**config.mk**
```make
export PLATFORM = sky130hd
export DESIGN_NAME = mulx_unit
export DESIGN_NICKNAME = d
export VERILOG_FILES = /design/src/rtl/mulx_pkg.sv /design/src/rtl/mulx_regchk.sv /design/src/rtl/mulx_opext.sv /design/src/rtl/mulx_core.sv /design/src/rtl/mulx_unit.sv
export SDC_FILE = /design/constraint.sdc
export NUM_CORES = 1
export LEC_CHECK = 0
export BUFFER_PORTS_ARGS = -buffer_cell sky130_fd_sc_hd__buf_2
export CORE_UTILIZATION = 55
export CTS_BUF_LIST = sky130_fd_sc_hd__clkbuf_4 sky130_fd_sc_hd__clkbuf_8
export CTS_CLUSTER_DIAMETER = 60
export DETAILED_ROUTE_END_ITERATION = 10
export PLACE_DENSITY_LB_ADDON = 0.05
export SLEW_MARGIN = 0
export SYNTH_ARGS = -nofsm -noshare
export SYNTH_HDL_FRONTEND = slang
export SYNTH_SLANG_ARGS = --single-unit
```
**constraint.sdc**
```tcl
create_clock -name clk -period 4.9 [get_ports clk]
set_input_delay 0.49 -clock clk [delete_from_list [all_inputs] [get_ports clk]]
set_output_delay 0.49 -clock clk [all_outputs]
set_load 0.02 [all_outputs]
```
**src/rtl/mulx_pkg.sv**
```systemverilog
package mulx_pkg;

  typedef enum logic [1:0] {
    MX_UU  = 2'b00,
    MX_SS  = 2'b01,
    MX_SU  = 2'b10,
    MX_BAD = 2'b11
  } mx_kind_e;

  typedef struct packed {
    logic     frac;
    mx_kind_e kind;
  } mx_mode_t;

endpackage

```
**src/rtl/mulx_regchk.sv**
```systemverilog
module mulx_regchk
  import mulx_pkg::*;
#(
  parameter int IDX_W       = 5,
  parameter int HI_BASE     = 16,
  parameter int WIDE_SPAN   = 16,
  parameter int NARROW_SPAN = 8
) (
  input  mx_mode_t         mode,
  input  logic [IDX_W-1:0] idx_a,
  input  logic [IDX_W-1:0] idx_b,
  output logic             ok
);
  localparam int WIDE_TOP   = HI_BASE + WIDE_SPAN - 1;
  localparam int NARROW_TOP = HI_BASE + NARROW_SPAN - 1;

  logic [IDX_W-1:0] idx [2];
  logic [1:0]       in_wide;
  logic [1:0]       in_narrow;

  assign idx[0] = idx_a;
  assign idx[1] = idx_b;

  for (genvar g = 0; g < 2; g++) begin : g_win
    assign in_wide[g]   = (int'(idx[g]) >= HI_BASE) && (int'(idx[g]) <= WIDE_TOP);
    assign in_narrow[g] = (int'(idx[g]) >= HI_BASE) && (int'(idx[g]) <= NARROW_TOP);
  end

  always_comb begin
    ok = 1'b0;
    unique case (mode.kind)
      MX_UU:   ok = mode.frac ? (&in_narrow) : 1'b1;
      MX_SS:   ok = mode.frac ? (&in_narrow) : (&in_wide);
      MX_SU:   ok = &in_narrow;
      default: ok = 1'b0;
    endcase
  end
endmodule

```
**src/rtl/mulx_opext.sv**
```systemverilog
module mulx_opext
  import mulx_pkg::*;
#(
  parameter int DATA_W = 8
) (
  input  mx_kind_e                kind,
  input  logic [DATA_W-1:0]       a,
  input  logic [DATA_W-1:0]       b,
  output logic signed [DATA_W:0]  xa,
  output logic signed [DATA_W:0]  xb
);
  logic a_sgn;
  logic b_sgn;

  assign a_sgn = (kind == MX_SS) || (kind == MX_SU);
  assign b_sgn = (kind == MX_SS);

  assign xa = $signed({a_sgn & a[DATA_W-1], a});
  assign xb = $signed({b_sgn & b[DATA_W-1], b});
endmodule

```
**src/rtl/mulx_core.sv**
```systemverilog
module mulx_core #(
  parameter int DATA_W = 8
) (
  input  logic signed [DATA_W:0]   xa,
  input  logic signed [DATA_W:0]   xb,
  input  logic                     frac,
  output logic [2*DATA_W-1:0]      res,
  output logic                     z,
  output logic                     c
);
  localparam int PROD_W = 2 * DATA_W;

  logic signed [PROD_W-1:0] wa;
  logic signed [PROD_W-1:0] wb;
  logic [PROD_W-1:0]        raw;

  assign wa  = $signed({{(DATA_W-1){xa[DATA_W]}}, xa});
  assign wb  = $signed({{(DATA_W-1){xb[DATA_W]}}, xb});
  assign raw = wa * wb;

  assign c   = raw[PROD_W-1];
  assign res = frac ? {raw[PROD_W-2:0], 1'b0} : raw;
  assign z   = (res == '0);
endmodule

```
**src/rtl/mulx_unit.sv**
```systemverilog
module mulx_unit
  import mulx_pkg::*;
#(
  parameter int DATA_W      = 8,
  parameter int IDX_W       = 5,
  parameter int HI_BASE     = 16,
  parameter int WIDE_SPAN   = 16,
  parameter int NARROW_SPAN = 8
) (
  input  logic                  clk,
  input  logic                  rst,
  input  logic                  start,
  input  logic [2:0]            mode,
  input  logic [IDX_W-1:0]      idx_a,
  input  logic [IDX_W-1:0]      idx_b,
  input  logic [DATA_W-1:0]     op_a,
  input  logic [DATA_W-1:0]     op_b,
  output logic                  busy,
  output logic                  done,
  output logic                  err,
  output logic                  wb_en,
  output logic [2*DATA_W-1:0]   prod,
  output logic                  flag_z,
  output logic                  flag_c
);
  localparam int PROD_W = 2 * DATA_W;

  mx_mode_t              mode_q;
  logic                  ok_d;
  logic signed [DATA_W:0] xa_d, xb_d;
  logic signed [DATA_W:0] s1_xa, s1_xb;
  logic                  s1_frac;
  logic                  s1_ok;
  logic [PROD_W-1:0]     res_d;
  logic                  z_d, c_d;

  assign mode_q = mx_mode_t'(mode);

  mulx_regchk #(
    .IDX_W(IDX_W), .HI_BASE(HI_BASE),
    .WIDE_SPAN(WIDE_SPAN), .NARROW_SPAN(NARROW_SPAN)
  ) u_regchk (
    .mode(mode_q), .idx_a(idx_a), .idx_b(idx_b), .ok(ok_d)
  );

  mulx_opext #(.DATA_W(DATA_W)) u_opext (
    .kind(mode_q.kind), .a(op_a), .b(op_b), .xa(xa_d), .xb(xb_d)
  );

  mulx_core #(.DATA_W(DATA_W)) u_core (
    .xa(s1_xa), .xb(s1_xb), .frac(s1_frac),
    .res(res_d), .z(z_d), .c(c_d)
  );

  always_ff @(posedge clk) begin
    if (rst) begin
      busy    <= 1'b0;
      done    <= 1'b0;
      err     <= 1'b0;
      wb_en   <= 1'b0;
      prod    <= '0;
      flag_z  <= 1'b0;
      flag_c  <= 1'b0;
      s1_xa   <= '0;
      s1_xb   <= '0;
      s1_frac <= 1'b0;
      s1_ok   <= 1'b0;
    end else begin
      done  <= 1'b0;
      err   <= 1'b0;
      wb_en <= 1'b0;
      if (busy) begin
        busy <= 1'b0;
        done <= 1'b1;
        if (s1_ok) begin
          prod   <= res_d;
          flag_z <= z_d;
          flag_c <= c_d;
          wb_en  <= 1'b1;
        end else begin
          err <= 1'b1;
        end
      end else if (start) begin
        busy    <= 1'b1;
        s1_xa   <= xa_d;
        s1_xb   <= xb_d;
        s1_frac <= mode_q.frac;
        s1_ok   <= ok_d;
      end
    end
  end
endmodule

```
==> metrics, run 1 <==
largest net degree at the start of global routing=40; clock latency on the worst-skew pair=300 ps; global route overflow=0; NetSw=roughly 0.28 mW; CP Data Required Time=5150 ps; router iterations before antenna repair=4; CTS sink count=42; Power Dens Cells=167 nW/um^2; crit share post-route=1.03; Detailed Place HPWL=between 8 and 9 mm; WP data arrival=5270 ps; Initial Util=0.567; core area=7730 sq um; post-synthesis register bit count=42; worst-path fanout max=9; Syn Nets=~630; n_diodes=0; sequential power share=0.405; final hold slack=418 ps; Util after Layout=0.708; I/O Pins=between 50 and 60; placed cell areas=5050 sq um; die height=91.2 um; status=finished with violations; CTS Buf Count=5; CTS tree=yes; final setup fails=3; fin nets=710; VDD IR-drop max=roughly 0.14 mV; initial antenna violation count=0; buffers from clock root to sink, at most=2; max-slew violation count=0; Synth Flop Type=dfxtp_1; post-synthesis area per instance=8.76 sq um; combinational group share of total power=0.286; most frequent cell after synthesis=nand2_1; setup TNS=-144 ps; Pleak=2.72 nW; overall power=0.913 mW; cells after synthesis=500; Fmax=0.199 GHz; Vias/cell=about 5.2; MaxCap Viol Count=0; final setup margin=-123 ps; crit path time final=around 5000 ps; Final Hold Vio Count=0; drt wl/cell=15.0 um; Clk pwr share=0.308; post-synth top area share=0.288; Post-route DRC=0; post-placement setup slack=-439 ps; H-tree depth=2; RSZ-0062 raised after global routing=true; Placement Rows=32; Buf/Inv on CP=2; number of global-route vias before repair=3772; flop-to-flop setup slack=-120 ps; area of the die=8330 sq um; Placed Cells=667; share of flip-flops with an asynchronous set or reset=0; top cells by area, synth=fa_1, dfxtp_1, ha_1, nand2_1, inv_1; Die Wd=91.2 um; CP Cell Sequence=buf_4 -> and2_1 -> fa_1 -> fa_1 -> ha_1 -> fa_1 -> ha_1 -> buf_4 -> ha_1 -> a21o_1 -> a21oi_2 -> xor2_1 -> nand4_1 -> or4_1 -> nor4_4 -> a32o_1; switching power share of the total=0.306; Post-synth top cells=nand2_1, inv_1, fa_1; layout cells sized above 1=0.287; initial drt markers=132; worst-margin pin slew=1150 ps; number of synthesized flops with an enable pin=0; Worst Skew=about 3.7 ps; Area Growth Syn to Fin=24.9%; library cells used by synthesis=37; DRT Wirelength=10.2 mm; post-route cell area=between 5000 and 6000 sq um; Rel. slew slack=0.229; sequential-to-total area share from yosys stat=0.192; Slowest-stage cell, CP=or4_1; Setup crit end kind=flop; crit start category=flop; Cell Count, Final, Fillers Out=681; vias post-DR=3564; Yosys warning total=0; Hold Path Class=input port to flop; Placer Congestion=0.805; WS Path Type=flop to flop; I/O Buffers=47; antenna-violating nets left=0; Worst-path clk slew=80 ps; cell class contributing the biggest share of worst-path delay=adder cells; violated checks=negative setup slack; CTS Root Cell=clkbuf_8; CTS Hold Bufs=0; max incr delay on CP=580 ps; GRT Util Overall=0.270; first-pass GRT wire length=about 18 mm; Synth area leader=fa_1; Cell Int Power=0.634 mW; Synth Cell Area=4380 sq um
-- metal layers --
metal	GRT usage	routed length, um	vias up
met5	0	0	-
met4	0.0489	105	0
met3	0.0427	438	13
met2	0.438	4730	80
met1	0.388	4920	1737
li1	-	-	1734
-- worst min-delay path: stages --
cell,delay (ps)
buf_2,90
nand2_1,50
a21oi_1,50
-- registers in the layout, indices dropped and copies added, names as in the netlist --
name and flops:
err 1, s1_xa 9, flag_z 1, s1_frac 1
busy 1, s1_xb 9, prod 16, s1_ok 1
flag_c 1, done 1, wb_en 1
-- kinds of logic after synthesis --
logic type | count (synthesis) | share of synthesized area
flops | 42 | 0.192
xor+xnor | 18 | 0.0360
mux | 11 | 0.0251
simple gates | 168 | 0.178
compound gates | 63 | 0.0911
buf+inv | 98 | 0.0840
fa+ha+maj | 100 | 0.394
-- power by group through the flow --
stage	clock [mW]	combinational, mW	sequential, mW
4_1_cts	0.282	0.246	0.370
3_3_place_gp	0	0.226	0.379
5_1_grt	0.299	0.293	0.372
3_5_place_dp	0	0.229	0.380
6_report	0.281	0.262	0.370
2_1_floorplan	0	0.151	0.367
-- path summary, 6_finish.rpt --
kind | startpoint | to | depth (start not counted)
worst max-delay path | s1_xa[0]$_SDFFE_PP0P_ | flag_z$_SDFFE_PP0P_ | 16
worst max register to register | s1_xa[0]$_SDFFE_PP0P_ | flag_z$_SDFFE_PP0P_ | 16
worst min register to register | s1_xa[5]$_SDFFE_PP0P_ | s1_xa[5]$_SDFFE_PP0P_ | 2
worst min-delay path | op_a[0] | s1_xa[0]$_SDFFE_PP0P_ | 3
-- area by class of cell --
cell class | count | area [sq um]
inverter | 68 | 255
multi-input combinational | 360 | 3430
clock buffer | 6 | 76.3
sequential | 42 | 891
clock inverter | 2 | 37.5
timing repair buffer | 101 | 648
tap | 102 | 128
fill | 620 | 2260
-- placed cells by master (no fill, tap or decap), types with 9 or more instances in the layout --
cell	Yosys	final
a211oi_1	12	10
a21oi_1	32	28
and2_1	33	31
buf_2	0	47
buf_4	0	52
dfxtp_1	42	24
dfxtp_4	0	11
fa_1	63	59
ha_1	37	28
ha_4	0	9
inv_1	68	65
mux2i_1	11	11
nand2_1	82	79
nor2_1	26	25
xnor2_1	13	9
-- what timing repair did --
item / CTS / global route
setup endpoints to repair: 6 / 6
gates resized for setup: 42 / 24
pin swaps: 21 / 26
setup buffers: 2 / 4
(Power assumes the default switching activity.)
==> inputs of run 2 (changes only) <==
Settings changed: CORE_MARGIN from default to 3.
==> metrics, run 2 (synthesis gave the netlist of run 1 again) <==
placed cell areas=5070 sq um (+0.52%); worst-margin pin slew=1170 ps (+11.8 ps); post-route cell area=5640 sq um (+3.0%); buffers from clock root to sink, at most=2 (unchanged); worst reg2reg path depth=17 (+1); core area=7490 sq um (-3.1%); number of flip-flops in the largest register=16 (unchanged); final setup fails=3 (unchanged); GRT Util Overall=0.250 (-0.0200); n_diodes=0 (unchanged); Worst Skew=6.28 ps (+2.61 ps); most common cell after layout, fill and taps aside=nand2_1; area of the die=9070 sq um (+9.0%); layout cells sized above 1=0.328 (+0.0416); H-tree depth=2 (unchanged); Initial Util=0.585 (+0.0183); crit start category=flop; Slowest-stage cell, CP=fa_2; Rel. slew slack=0.221 (-0.00791); CTS tree=yes; CTS Root Cell=clkbuf_8; Top cell by count, worst path=fa_1; initial drt markers=164 (+24%); max incr delay on CP=580 ps (about the same); Final Hold Vio Count=0 (unchanged); Post-route DRC=0 (unchanged); global route overflow=0 (unchanged); Placer Congestion=0.884 (+9.8%); die height=95.2 um (+4.4%); CP Data Required Time=5150 ps (about the same); Fmax=0.198 GHz (-0.76%); overall power=0.926 mW (+1.4%); final hold slack=423 ps (+5.53 ps); Pleak=2.79 nW (+2.4%); DRT Wirelength=10.6 mm (+3.8%); Hold Path Cell Cnt=3 (unchanged); violated checks=negative setup slack; clock latency on the worst-skew pair=300 ps (about the same); Hold Path Class=input port to flop; Placement Rows=31 (-3.1%); Power Dens Cells=164 nW/um^2 (-1.6%); RSZ-0062 raised after global routing=true; WS Path Type=flop to flop; fin nets=722 (+1.7%); CTS sink count=42 (unchanged); CTS Buf Count=5 (unchanged); antenna-violating nets left=0 (unchanged); Die Wd=95.2 um (+4.4%); register area=888 sq um (-0.28%); most frequent cells in the layout=nand2_1, inv_1, buf_4, fa_1, buf_2; crit path time final=5060 ps (+38.5 ps); Worst-path clk slew=90 ps (about the same); Area Growth Syn to Fin=28.7%; final setup margin=-161 ps (-38.5 ps); VDD IR-drop max=0.153 mV (+5.8%); WP data arrival=5310 ps (+40 ps); CP Cell Sequence=buf_4 -> and2_4 -> fa_2 -> inv_2 -> fa_1 -> inv_1 -> fa_1 -> fa_1 -> ha_4 -> ha_4 -> and3_4 -> a221oi_4 -> buf_4 -> xnor2_2 -> or4_4 -> nor4_4 -> a32o_1; router iterations before antenna repair=4 (unchanged); number of global-route vias before repair=3692 (-2.1%); Biggest register=prod; Layout fillers=559 (-9.8%); worst-path fanout max=6 (-3); status=finished with violations; largest net degree at the start of global routing=40 (unchanged); vias post-DR=3594 (+0.84%); MaxCap Viol Count=0 (unchanged); first-pass GRT wire length=17.7 mm (-0.66%); initial antenna violation count=0 (unchanged); area of the multi-input gates=3500 sq um (+1.9%); setup TNS=-360 ps (-216 ps); crit share post-route=1.03 (+0.00787); Setup crit end kind=flop; Detailed Place HPWL=8.31 mm (+2.4%); I/O Pins=54 (unchanged); I/O Buffers=47 (unchanged); Vias/cell=5.21 (-0.47%); drt wl/cell=15.3 um (+2.4%); largest registers=prod x16, s1_xa x9, s1_xb x9; max-slew violation count=0 (unchanged)
run 2: changes by cell type in the layout (fill, tap and decap cells not counted), sizes merged:
cell / previous run / this run
clkinvlp: 1 / 0
clkbuf: 6 / 5
inv: 68 / 69
clkinv: 0 / 1
buf: 101 / 113
run 2: cell type report:
type,instances,share of cell area
multi-input combinational,360,0.621
clock buffer,5,0.0122
tap,99,0.0220
timing repair buffer,113,0.134
inverter,68,0.0453
clock inverter,3,0.00777
sequential,42,0.158
run 2: power breakdown:
group          internal, mW  switching, mW
registers             0.351         0.0192
clock network         0.153          0.127
logic                 0.133          0.143
run 2: per-layer routing:
metal,track usage,vias to the layer above,wire (um)
met4,0.0541,0,103
met1,0.369,1759,5050
met5,0,-,0
met3,0.0324,8,358
met2,0.396,70,5070
li1,-,1757,-
run 2: timing repair:
item	in CTS	in global routing
gates resized for setup	52	35
pin swaps	34	37
endpoints found under the setup margin	6	6
hold buffers	0	0
buffers inserted	7	8
run 2: per-stage QoR:
stage          cells  utilization  setup slack (ps)
5_1_grt          690        0.753              -257
2_1_floorplan    500            -              2.94
4_1_cts          683        0.724             -97.4
3_3_place_gp     668        0.678              -321
6_report         690        0.753              -161
3_5_place_dp     668        0.678              -389
run 2: final timing paths:
path | start | end | slack [ps]
worst max-delay path | s1_xb[2]$_SDFFE_PP0P_ | flag_z$_SDFFE_PP0P_ | -160
worst min-delay path | op_a[0] | s1_xa[0]$_SDFFE_PP0P_ | 420
worst max register to register | s1_xb[2]$_SDFFE_PP0P_ | flag_z$_SDFFE_PP0P_ | -160
worst min register to register | prod[7]$_SDFFE_PP0P_ | prod[7]$_SDFFE_PP0P_ | 490
run 2: critical path: cells and delay by family, from the launching register on:
kind	cells	cell delay (ps)
adders and majority gates	6	2570
and+or+nand+nor	4	1160
AOI/OAI and AO/OA	2	430
buffers and inverters	4	410
DFF	1	380
xor gates and xnor gates	1	70
